$ cat src/rtl/exti_pkg.sv
package exti_pkg;
    localparam int ADDR_W   = 4;
    localparam int DATA_W   = 32;
    localparam int GPIO_W   = 16;
    localparam int SEL_W    = 4;
    localparam int A_RISE   = 0;
    localparam int A_FALL   = 1;
    localparam int A_SWTRIG = 2;
    localparam int A_SEL0   = 12;
    localparam int OFS_IMSK = 0;
    localparam int OFS_EMSK = 1;
    localparam int OFS_PEND = 2;

    function automatic logic [ADDR_W-1:0] core_addr(int core, int ofs);
        return ADDR_W'(4 * (core + 1) + ofs);
    endfunction
endpackage

$ cat src/rtl/exti_sync.sv
module exti_sync #(
    parameter int W = 32
) (
    input  logic         clk,
    input  logic         rst_n,
    input  logic [W-1:0] async_i,
    output logic [W-1:0] sync_o
);
    logic [W-1:0] s1_q, s2_q;

    always_ff @(posedge clk or negedge rst_n) begin
        if (!rst_n) begin
            s1_q <= '0;
            s2_q <= '0;
        end else begin
            s1_q <= async_i;
            s2_q <= s1_q;
        end
    end

    assign sync_o = s2_q;
endmodule

$ cat src/rtl/exti_edge.sv
module exti_edge #(
    parameter int W = 32
) (
    input  logic         clk,
    input  logic         rst_n,
    input  logic [W-1:0] lvl_i,
    input  logic [W-1:0] rise_en_i,
    input  logic [W-1:0] fall_en_i,
    output logic [W-1:0] trig_o
);
    logic [W-1:0] prev_d, prev_q;

    always_comb begin
        prev_d = lvl_i;
        trig_o = (lvl_i & ~prev_q & rise_en_i) | (~lvl_i & prev_q & fall_en_i);
    end

    always_ff @(posedge clk or negedge rst_n) begin
        if (!rst_n) prev_q <= '0;
        else        prev_q <= prev_d;
    end
endmodule

$ cat src/rtl/exti_core.sv
module exti_core #(
    parameter int          NL     = 32,
    parameter int          NCFG   = 26,
    parameter logic [NL-1:0] EVT_OK = '1
) (
    input  logic            clk,
    input  logic            rst_n,
    input  logic [NL-1:0]   trig_i,
    input  logic [NCFG-1:0] sw_set_i,
    input  logic [NL-NCFG-1:0] dir_lvl_i,
    input  logic [NL-1:0]   wdata_i,
    input  logic [NCFG-1:0] clr_data_i,
    input  logic            im_we_i,
    input  logic            em_we_i,
    input  logic            clr_we_i,
    output logic [NL-1:0]   imask_o,
    output logic [NL-1:0]   emask_o,
    output logic [NL-1:0]   pend_o,
    output logic            irq_o,
    output logic            evt_o
);
    typedef struct packed {
        logic [NL-1:0]   imask;
        logic [NL-1:0]   emask;
        logic [NCFG-1:0] pend;
        logic            evt;
    } core_st_t;

    core_st_t        st_d, st_q;
    logic [NCFG-1:0] clr_bits;
    logic [NL-1:0]   any_trig;

    always_comb begin
        st_d     = st_q;
        clr_bits = clr_we_i ? clr_data_i : '0;
        any_trig = trig_i | {{(NL-NCFG){1'b0}}, sw_set_i};
        if (im_we_i) st_d.imask = wdata_i;
        if (em_we_i) st_d.emask = wdata_i & EVT_OK;
        // set has priority over clear
        st_d.pend = (st_q.pend & ~clr_bits) | trig_i[NCFG-1:0] | sw_set_i;
        st_d.evt  = |(any_trig & st_q.emask);
    end

    always_ff @(posedge clk or negedge rst_n) begin
        if (!rst_n) st_q <= '0;
        else        st_q <= st_d;
    end

    assign imask_o = st_q.imask;
    assign emask_o = st_q.emask;
    assign pend_o  = {dir_lvl_i, st_q.pend};
    assign irq_o   = |(pend_o & st_q.imask);
    assign evt_o   = st_q.evt;

    // a pending flag survives any cycle without a write-1 clear of its bit
    for (genvar i = 0; i < NCFG; i++) begin : g_hold
        a_r3_pend_hold: assert property (@(posedge clk) disable iff (!rst_n)
            (st_q.pend[i] && !(clr_we_i && clr_data_i[i])) |=> st_q.pend[i]);
    end

    a_r6_no_mask_no_irq: assert property (@(posedge clk) disable iff (!rst_n)
        (st_q.imask == '0) |-> !irq_o);

    a_r7_evt_needs_mask: assert property (@(posedge clk) disable iff (!rst_n)
        evt_o |-> $past(|st_q.emask));

    a_r11_evt_capable: assert property (@(posedge clk) disable iff (!rst_n)
        (emask_o & ~EVT_OK) == '0);
endmodule

$ cat src/rtl/exti_ctrl.sv
module exti_ctrl
    import exti_pkg::*;
#(
    parameter int NUM_CFG   = 26,
    parameter int NUM_DIR   = 6,
    parameter int NUM_PORTS = 4,
    parameter int NUM_CORES = 2,
    parameter logic [NUM_CFG+NUM_DIR-1:0] EVT_CAPABLE = 32'h0FFF_FFFF
) (
    input  logic                        clk,
    input  logic                        rst_n,
    input  logic                        bus_we,
    input  logic [ADDR_W-1:0]           bus_addr,
    input  logic [DATA_W-1:0]           bus_wdata,
    output logic [DATA_W-1:0]           bus_rdata,
    input  logic [NUM_PORTS*GPIO_W-1:0] gpio_in,
    input  logic [NUM_CFG-GPIO_W-1:0]   ext_in,
    input  logic [NUM_DIR-1:0]          dir_in,
    output logic [NUM_CORES-1:0]        irq_o,
    output logic [NUM_CORES-1:0]        evt_o
);
    localparam int NL = NUM_CFG + NUM_DIR;

    typedef struct packed {
        logic [NUM_CFG-1:0]            rise;
        logic [NUM_CFG-1:0]            fall;
        logic [GPIO_W-1:0][SEL_W-1:0]  sel;
    } cfg_st_t;

    cfg_st_t            st_d, st_q;
    logic [NL-1:0]      src, lvl, trig;
    logic [NUM_CFG-1:0] sw_set;
    logic [NUM_CORES-1:0][NL-1:0] imask, emask, pend;

    // source selection
    always_comb begin
        src = '0;
        for (int i = 0; i < GPIO_W; i++) begin
            if (int'(st_q.sel[i]) < NUM_PORTS)
                src[i] = gpio_in[int'(st_q.sel[i]) * GPIO_W + i];
        end
        src[NUM_CFG-1:GPIO_W] = ext_in;
        src[NL-1:NUM_CFG]     = dir_in;
    end

    exti_sync #(.W(NL)) u_sync (
        .clk(clk), .rst_n(rst_n), .async_i(src), .sync_o(lvl)
    );

    exti_edge #(.W(NL)) u_edge (
        .clk(clk), .rst_n(rst_n), .lvl_i(lvl),
        .rise_en_i({{NUM_DIR{1'b1}}, st_q.rise}),
        .fall_en_i({{NUM_DIR{1'b0}}, st_q.fall}),
        .trig_o(trig)
    );

    // configuration registers
    always_comb begin
        st_d   = st_q;
        sw_set = '0;
        if (bus_we) begin
            if (bus_addr == ADDR_W'(A_RISE))   st_d.rise = bus_wdata[NUM_CFG-1:0];
            if (bus_addr == ADDR_W'(A_FALL))   st_d.fall = bus_wdata[NUM_CFG-1:0];
            if (bus_addr == ADDR_W'(A_SWTRIG)) sw_set    = bus_wdata[NUM_CFG-1:0];
            for (int r = 0; r < GPIO_W / 4; r++) begin
                if (bus_addr == ADDR_W'(A_SEL0 + r)) begin
                    for (int k = 0; k < 4; k++)
                        st_d.sel[4*r+k] = bus_wdata[SEL_W*k +: SEL_W];
                end
            end
        end
    end

    always_ff @(posedge clk or negedge rst_n) begin
        if (!rst_n) st_q <= '0;
        else        st_q <= st_d;
    end

    for (genvar c = 0; c < NUM_CORES; c++) begin : g_core
        exti_core #(.NL(NL), .NCFG(NUM_CFG), .EVT_OK(EVT_CAPABLE)) u_core (
            .clk(clk), .rst_n(rst_n),
            .trig_i(trig), .sw_set_i(sw_set), .dir_lvl_i(lvl[NL-1:NUM_CFG]),
            .wdata_i(bus_wdata[NL-1:0]), .clr_data_i(bus_wdata[NUM_CFG-1:0]),
            .im_we_i(bus_we && bus_addr == core_addr(c, OFS_IMSK)),
            .em_we_i(bus_we && bus_addr == core_addr(c, OFS_EMSK)),
            .clr_we_i(bus_we && bus_addr == core_addr(c, OFS_PEND)),
            .imask_o(imask[c]), .emask_o(emask[c]), .pend_o(pend[c]),
            .irq_o(irq_o[c]), .evt_o(evt_o[c])
        );
    end

    // read mux
    always_comb begin
        bus_rdata = '0;
        if (bus_addr == ADDR_W'(A_RISE)) bus_rdata[NUM_CFG-1:0] = st_q.rise;
        if (bus_addr == ADDR_W'(A_FALL)) bus_rdata[NUM_CFG-1:0] = st_q.fall;
        for (int r = 0; r < GPIO_W / 4; r++) begin
            if (bus_addr == ADDR_W'(A_SEL0 + r))
                bus_rdata[15:0] = {st_q.sel[4*r+3], st_q.sel[4*r+2],
                                   st_q.sel[4*r+1], st_q.sel[4*r]};
        end
        for (int c = 0; c < NUM_CORES; c++) begin
            if (bus_addr == core_addr(c, OFS_IMSK)) bus_rdata[NL-1:0] = imask[c];
            if (bus_addr == core_addr(c, OFS_EMSK)) bus_rdata[NL-1:0] = emask[c];
            if (bus_addr == core_addr(c, OFS_PEND)) bus_rdata[NL-1:0] = pend[c];
        end
    end

    // a configurable line triggers only if one of its edge enables is set
    a_r1_edge_needs_enable: assert property (@(posedge clk) disable iff (!rst_n)
        (trig[NUM_CFG-1:0] & ~(st_q.rise | st_q.fall)) == '0);
endmodule

$ cat config.mk
export PLATFORM = sky130hd
export DESIGN_NAME = exti_ctrl
export DESIGN_NICKNAME = d
export VERILOG_FILES = /design/src/rtl/exti_pkg.sv /design/src/rtl/exti_sync.sv /design/src/rtl/exti_edge.sv /design/src/rtl/exti_core.sv /design/src/rtl/exti_ctrl.sv
export SDC_FILE = /design/constraint.sdc
export NUM_CORES = 1
export LEC_CHECK = 0
export BUFFER_PORTS_ARGS = -buffer_cell sky130_fd_sc_hd__buf_2
export CAP_MARGIN = 20
export CORE_UTILIZATION = 55
export DETAILED_ROUTE_END_ITERATION = 8
export GPL_TIMING_DRIVEN = 0
export PLACE_DENSITY = 0.74
export SLEW_MARGIN = 40
export SYNTH_ARGS = -nofsm -noshare
export SYNTH_HDL_FRONTEND = slang
export SYNTH_HIERARCHICAL = 1
export SYNTH_SLANG_ARGS = --single-unit
export TNS_END_PERCENT = 5
$ cat constraint.sdc
create_clock -name clk -period 3.9 [get_ports clk]
set_clock_uncertainty 0.2 [all_clocks]
set_input_delay 0.195 -clock clk [delete_from_list [all_inputs] [get_ports clk]]
set_output_delay 0.195 -clock clk [all_outputs]
set_load 0.1 [all_outputs]
* Yosys cells after proc, flatten, opt, wreduce, memory -nomap -nowiden
Cells that the tools add are included.
** Word-level totals
- Register bits after elaboration :: 386
- Output and inout bits :: 36
- Bits of input ports :: 119
** Cells by class
- Bitwise operators :: 20
- Magnitude comparators :: 32
- Add/sub/neg operators :: 15
- Equal/unequal tests :: 12
- Muxes and demuxes :: 79
- Reduce and logical (&&, ||, !) cells :: 17
** Operators with widths (number)
- two-way mux 32 bit :: 6
- AND 32 bit :: 5
- two-way mux 26 bit :: 6
- less-than comparator 9 x 7 -> 1 bit (second input constant) :: 15
- OR reduction 32 bit :: 4
- bitwise OR 26 bit :: 4
- binary-select mux 1 bit (select 6 bit) :: 15
- adder 8 x 4 -> 9 bit (second input constant) :: 8
- AND 32 x 28 -> 32 bit :: 2
- less-than comparator 4 x 3 -> 1 bit (second input constant) :: 16
- two-way mux 16 bit :: 4
- inverter 32 bit :: 2
- AND 26 bit :: 2
- inverter 26 bit :: 2
- two-way mux 1 bit :: 47
- adder 8 x 3 -> 9 bit (second input constant) :: 4
- AND 32 x 26 -> 32 bit :: 1
- bitwise OR 32 x 26 -> 32 bit :: 1
- bitwise OR 32 bit :: 1
- equality test 4 bit (second input constant) :: 7
- adder 8 x 2 -> 9 bit (second input constant) :: 2
- equality test 4 x 3 -> 1 bit (second input constant) :: 3
- AND reduction 2 bit :: 6
- adder 8 x 1 -> 9 bit (second input constant) :: 1
- 6 further kinds :: 11

* Depth between registers and ports, before layout
- Depth after elaboration :: 13
- Depth in mapped cells :: 10
- Gate-level depth less buffers :: 8

* Modules after synthesis
The synthesis kept the hierarchy.
** By module, submodules not included
- exti_ctrl :: cells an instance 833, instances 1, area an instance 8157.8 µm², seq. area each 2902.8 µm²
- exti_core :: cells an instance 278, instances 2, area an instance 3663.5 µm², seq. area each 2177.1 µm²
- exti_sync :: cells an instance 64, instances 1, area an instance 1601.5 µm², seq. area each 1601.5 µm²
- exti_edge :: cells an instance 128, instances 1, area an instance 1441.4 µm², seq. area each 800.8 µm²

* Worst setup path before layout
Ideal clock, no wire load.
- Kind :: input-to-output
- Start point :: in bus_addr[0]
- End point :: out bus_rdata[10]
- Stages on the path :: 7
- Path buffers :: 4
- Data required time :: 3.505 ns
- Arrival time :: 2.716 ns
- Path slack :: 0.789 ns
- Path through :: buf_4 > buf_2 > buf_4 > buf_2 > a221oi_1 > o221ai_1 > o22ai_1
** Between the ends
- Word-level cells in the longest chain between the ends :: 13
- Elaborated cells on any way between the ends :: 24
- Those cells by class :: 11 x eq/ne; 12 x mux; 1 x reduce/logical
** Ends and longest elaborated chain
- start, declared :: line exti_ctrl.sv:13 : input logic [ADDR_W-1:0] bus_addr,
- logical NOT 4 bit :: line exti_ctrl.sv:95 : if (bus_addr == ADDR_W'(A_RISE)) bus_rdata[NUM_CFG-1:0] = st_q.rise;
- two-way mux 26 bit :: line exti_ctrl.sv:95
- two-way mux 26 bit :: line exti_ctrl.sv:96 : if (bus_addr == ADDR_W'(A_FALL)) bus_rdata[NUM_CFG-1:0] = st_q.fall;
- two-way mux 16 bit (4 in a row) :: line exti_ctrl.sv:98 : if (bus_addr == ADDR_W'(A_SEL0 + r))
- two-way mux 32 bit :: line exti_ctrl.sv:103 : if (bus_addr == core_addr(c, OFS_IMSK)) bus_rdata[NL-1:0] = imask[c];
- two-way mux 32 bit :: line exti_ctrl.sv:104 : if (bus_addr == core_addr(c, OFS_EMSK)) bus_rdata[NL-1:0] = emask[c];
- two-way mux 32 bit :: line exti_ctrl.sv:105 : if (bus_addr == core_addr(c, OFS_PEND)) bus_rdata[NL-1:0] = pend[c];
- two-way mux 32 bit :: line exti_ctrl.sv:103
- two-way mux 32 bit :: line exti_ctrl.sv:104
- two-way mux 32 bit (*) :: line exti_ctrl.sv:105
- end, declared :: line exti_ctrl.sv:15 : output logic [DATA_W-1:0] bus_rdata,
Every way passes the cells marked *; elsewhere a longest branch is shown, timed or not.

* Worst setup path after layout
- Start point :: in bus_addr[2]
- End point :: out bus_rdata[12]
The elaborated chain is that of the path after synthesis.

==> impl_summary.txt <==
----------------------------------------------------
[Finish]
  Fill cell instance count of the final layout ... 2483
  Nets ... 1991
  Fraction of layout cells with a size suffix above 1 ... 31.78%
  Layout area overhead ... 21.50%
  Storage element area ... 9559 sq um
  Finished Layout Cells ... 2347
  Footprint of the multi-input gates ... 8212 sq um
  Util after Layout ... 68.17%

[Logic synthesis]
  Post-Syn Area per Cell ... approximately 12 sq um
  Post-Synthesis Cell Area ... around 18000 sq um
  Yosys warning count ... 6
  Post-Synthesis Cells ... approximately 1600

[Worst setup path]
  Critical path endpoint category ... primary output
  Startpoint type of the worst setup path ... input port
  Register-to-Register Path Depth ... 4
  Setup slack of the worst register-to-register path ... approximately 1.1 ns
  Crit path kind ... in -> out
  Setup crit end ... bus_rdata[12]
  Critical path fanouts, max ... 10
  Reg-to-Reg Start ... st_q[12]
  Worst Path Required ... about 3.5 ns
  Source of the critical timing path ... bus_addr[2]
  CP arrival ... around 3.0 ns
  R2R Path End ... u_sync/s1_q[3]

[Clock network]
  CTS tree ... built
  Level count of the clock H-tree ... 2
  Buffers inserted by post-CTS timing repair ... 0
  Number of buffers added by the clock tree synthesis step ... between 40 and 50
  Clock Latency Late Sink ... 0.55 ns
  Buffer levels on the longest clock path ... 3
  CTS root buffer ... clkbuf_16
  Clock transition at the registers of the reported paths ... 0.06 ns
  Clock sink count ... 382

[Detailed routing]
  Number of vias in the routed layout ... 15526
  Count of nets left with antenna violations after detail routing ... 0
  Total wire length ... 70390 microns
  Vias per std cell ... 6.615
  Iteration-0 DRC Markers ... 1957
  WL met3 ... roughly 7000 microns
  Average wire per standard cell ... around 30 microns
  Post-detailed-route DRC marker count ... 0
  Met1 wire length ... between 20000 and 30000 microns
  Routed wl met2 ... 31430 microns
  Highest routing layer actually used ... met4
  Detailed-routing iteration count for the pre-antenna-repair pass ... 6

[Placed design]
  Number of cells after detailed placement ... 2173
  GPL Wtd Cong ... 1.017
  HPWL after detailed placement ... 49600 microns
  PortBufs ... between 150 and 200
  Worst setup slack before clock tree synthesis ... 0.4271 ns

[Pwr]
  Power, Total ... 0.01266 W
  Leakage power summed over all cells ... 9.582 nW
  VDD IR-drop max ... 429.3 uV
  P per Cell Area ... 567.8 nW/um^2

[Floorplan]
  Count of standard-cell rows ... 66
  Initial Utilization ... 56.11%
  Number of top-level pins ... 155
  DIE AREA ... 34090 sq um
  X dimension of the die ... 184.6 microns
  Std-Cell Core Area ... roughly 33000 sq um
  Die Span Y ... 184.6 microns

[STA]
  Max Freq ... ~300 MHz
  Number of pins with negative max-slew slack in the final report ... 0
  Final setup violation count ... 0
  Worst slew pin tran ... between 0.9 and 1 ns
  Worst slew slack as a fraction of its limit ... a little over a third
  Final critical-path required period ... 3.380 ns
  Final Hold Violating Endpoints ... 0
  RSZ-0062 raised after global routing ... no
  Final period util ... 86.68%
  Post-route worst setup slack ... 0.5196 ns
  Post-Route Hold Slack ... around 0.015 ns

[Global route]
  Number of global-route vias before repair ... 15241
  First-pass GRT wire length ... 101500 microns
  Total global-route track usage ... 41.95%
  Pin count of the biggest net entering global routing ... 76
  Number of antenna violations at the first check in global routing ... 3
  Leftover overflow at the end of global routing ... 0

[Hold path]
  Kind of path behind the tightest hold check ... in -> reg

[Status]
  Status ... finished, final reports clean

[Job]
  Number of maximum-capacitance constraint violations ... 0

----------------------------------------------------
-- sequential cells by signal (all words and copies together), names as in the netlist --
signal	cells
g_core.u_core/pend_o	52
u_edge/prev_q	28
u_sync/s1_q	32
u_sync/sync_o	32
g_core.u_core/imask_o	64
st_q	116
g_core.u_core/evt_o	2
g_core.u_core/emask_o	56
-- how the worst min path moves through the flow --
stage,depth (start not counted),start,to
6_report,3,gpio_in[29],u_sync/s1_q[13]
3_5_place_dp,1,rst_n,u_sync/sync_o[0]
3_3_place_gp,1,ext_in[3],u_sync/s1_q[19]
2_1_floorplan,0,rst_n,g_core[0].u_core/emask_o[0]
4_1_cts,3,gpio_in[29],u_sync/s1_q[13]
5_1_grt,3,gpio_in[29],u_sync/s1_q[13]
-- cells in the final DEF (no fill, tap or decap), types with 24 or more instances in the layout --
| cell type | n |
|---|---|
| a21oi_1 | 33 |
| dlygate4sd3_1 | 96 |
| clkbuf_16 | 43 |
| o21a_1 | 24 |
| mux2_2 | 220 |
| buf_2 | 192 |
| o21ai_2 | 28 |
| dfrtp_1 | 382 |
| clkbuf_1 | 29 |
| and2_1 | 29 |
| a211o_1 | 54 |
| nor2_1 | 43 |
| nor2b_1 | 35 |
| a211oi_1 | 29 |
| buf_4 | 28 |
| nand2_1 | 132 |
| o21ai_0 | 87 |
| nand3b_1 | 28 |
| a22oi_1 | 56 |
| mux2i_1 | 36 |
-- timing repair --
action | in CTS | in global routing
hold buffers | 97 | 0
gates resized for setup | 0 | 0
endpoints found under the hold margin | 525 | 0
-- worst max-delay path, stage by stage --
cell and delay (ns):
buf_2 0.13, buf_4 0.17, nor2b_1 0.72, buf_2 0.43, nand2_1 0.28, clkbuf_2 0.40
nor2_1 0.20, o21ai_1 0.13, buf_2 0.32
-- final cells by class --
| type | instances | share of cell area (%) |
|---|---|---|
| multi-input cells | 1082 | 36.84 |
| inverters | 2 | 0.03368 |
| flip-flops and latches | 382 | 42.88 |
| clock inverters | 15 | 0.8531 |
| diodes | 1 | 0.01123 |
| clock buffers | 61 | 5.534 |
| repair buffers | 255 | 8.531 |
| plain buffers | 107 | 2.840 |
| well taps | 442 | 2.481 |
-- per-stage QoR --
stage | instance area (sq um) | TNS [ns]
2_1_floorplan | 18380 | 0
3_3_place_gp | 19700 | -1852.11
3_5_place_dp | 19870 | 0
4_1_cts | 22290 | 0
5_1_grt | 22290 | 0
6_report | 22290 | 0
-- metal layers --
layer	vias up	global-route usage, %
met5	-	0
met4	0	16.86
met3	202	8.714
met2	966	64.78
met1	7896	57.85
li1	6462	-
-- report_power, final --
| group | switching (W) | total [W] | internal (W) |
|---|---|---|---|
| Clock | 0.00166 | 0.00412 | 0.00246 |
| Sequential | 0.000918 | 0.00573 | 0.00481 |
| Combinational | 0.00159 | 0.00281 | 0.00123 |
Note: power is estimated with default switching activity, not from simulation.
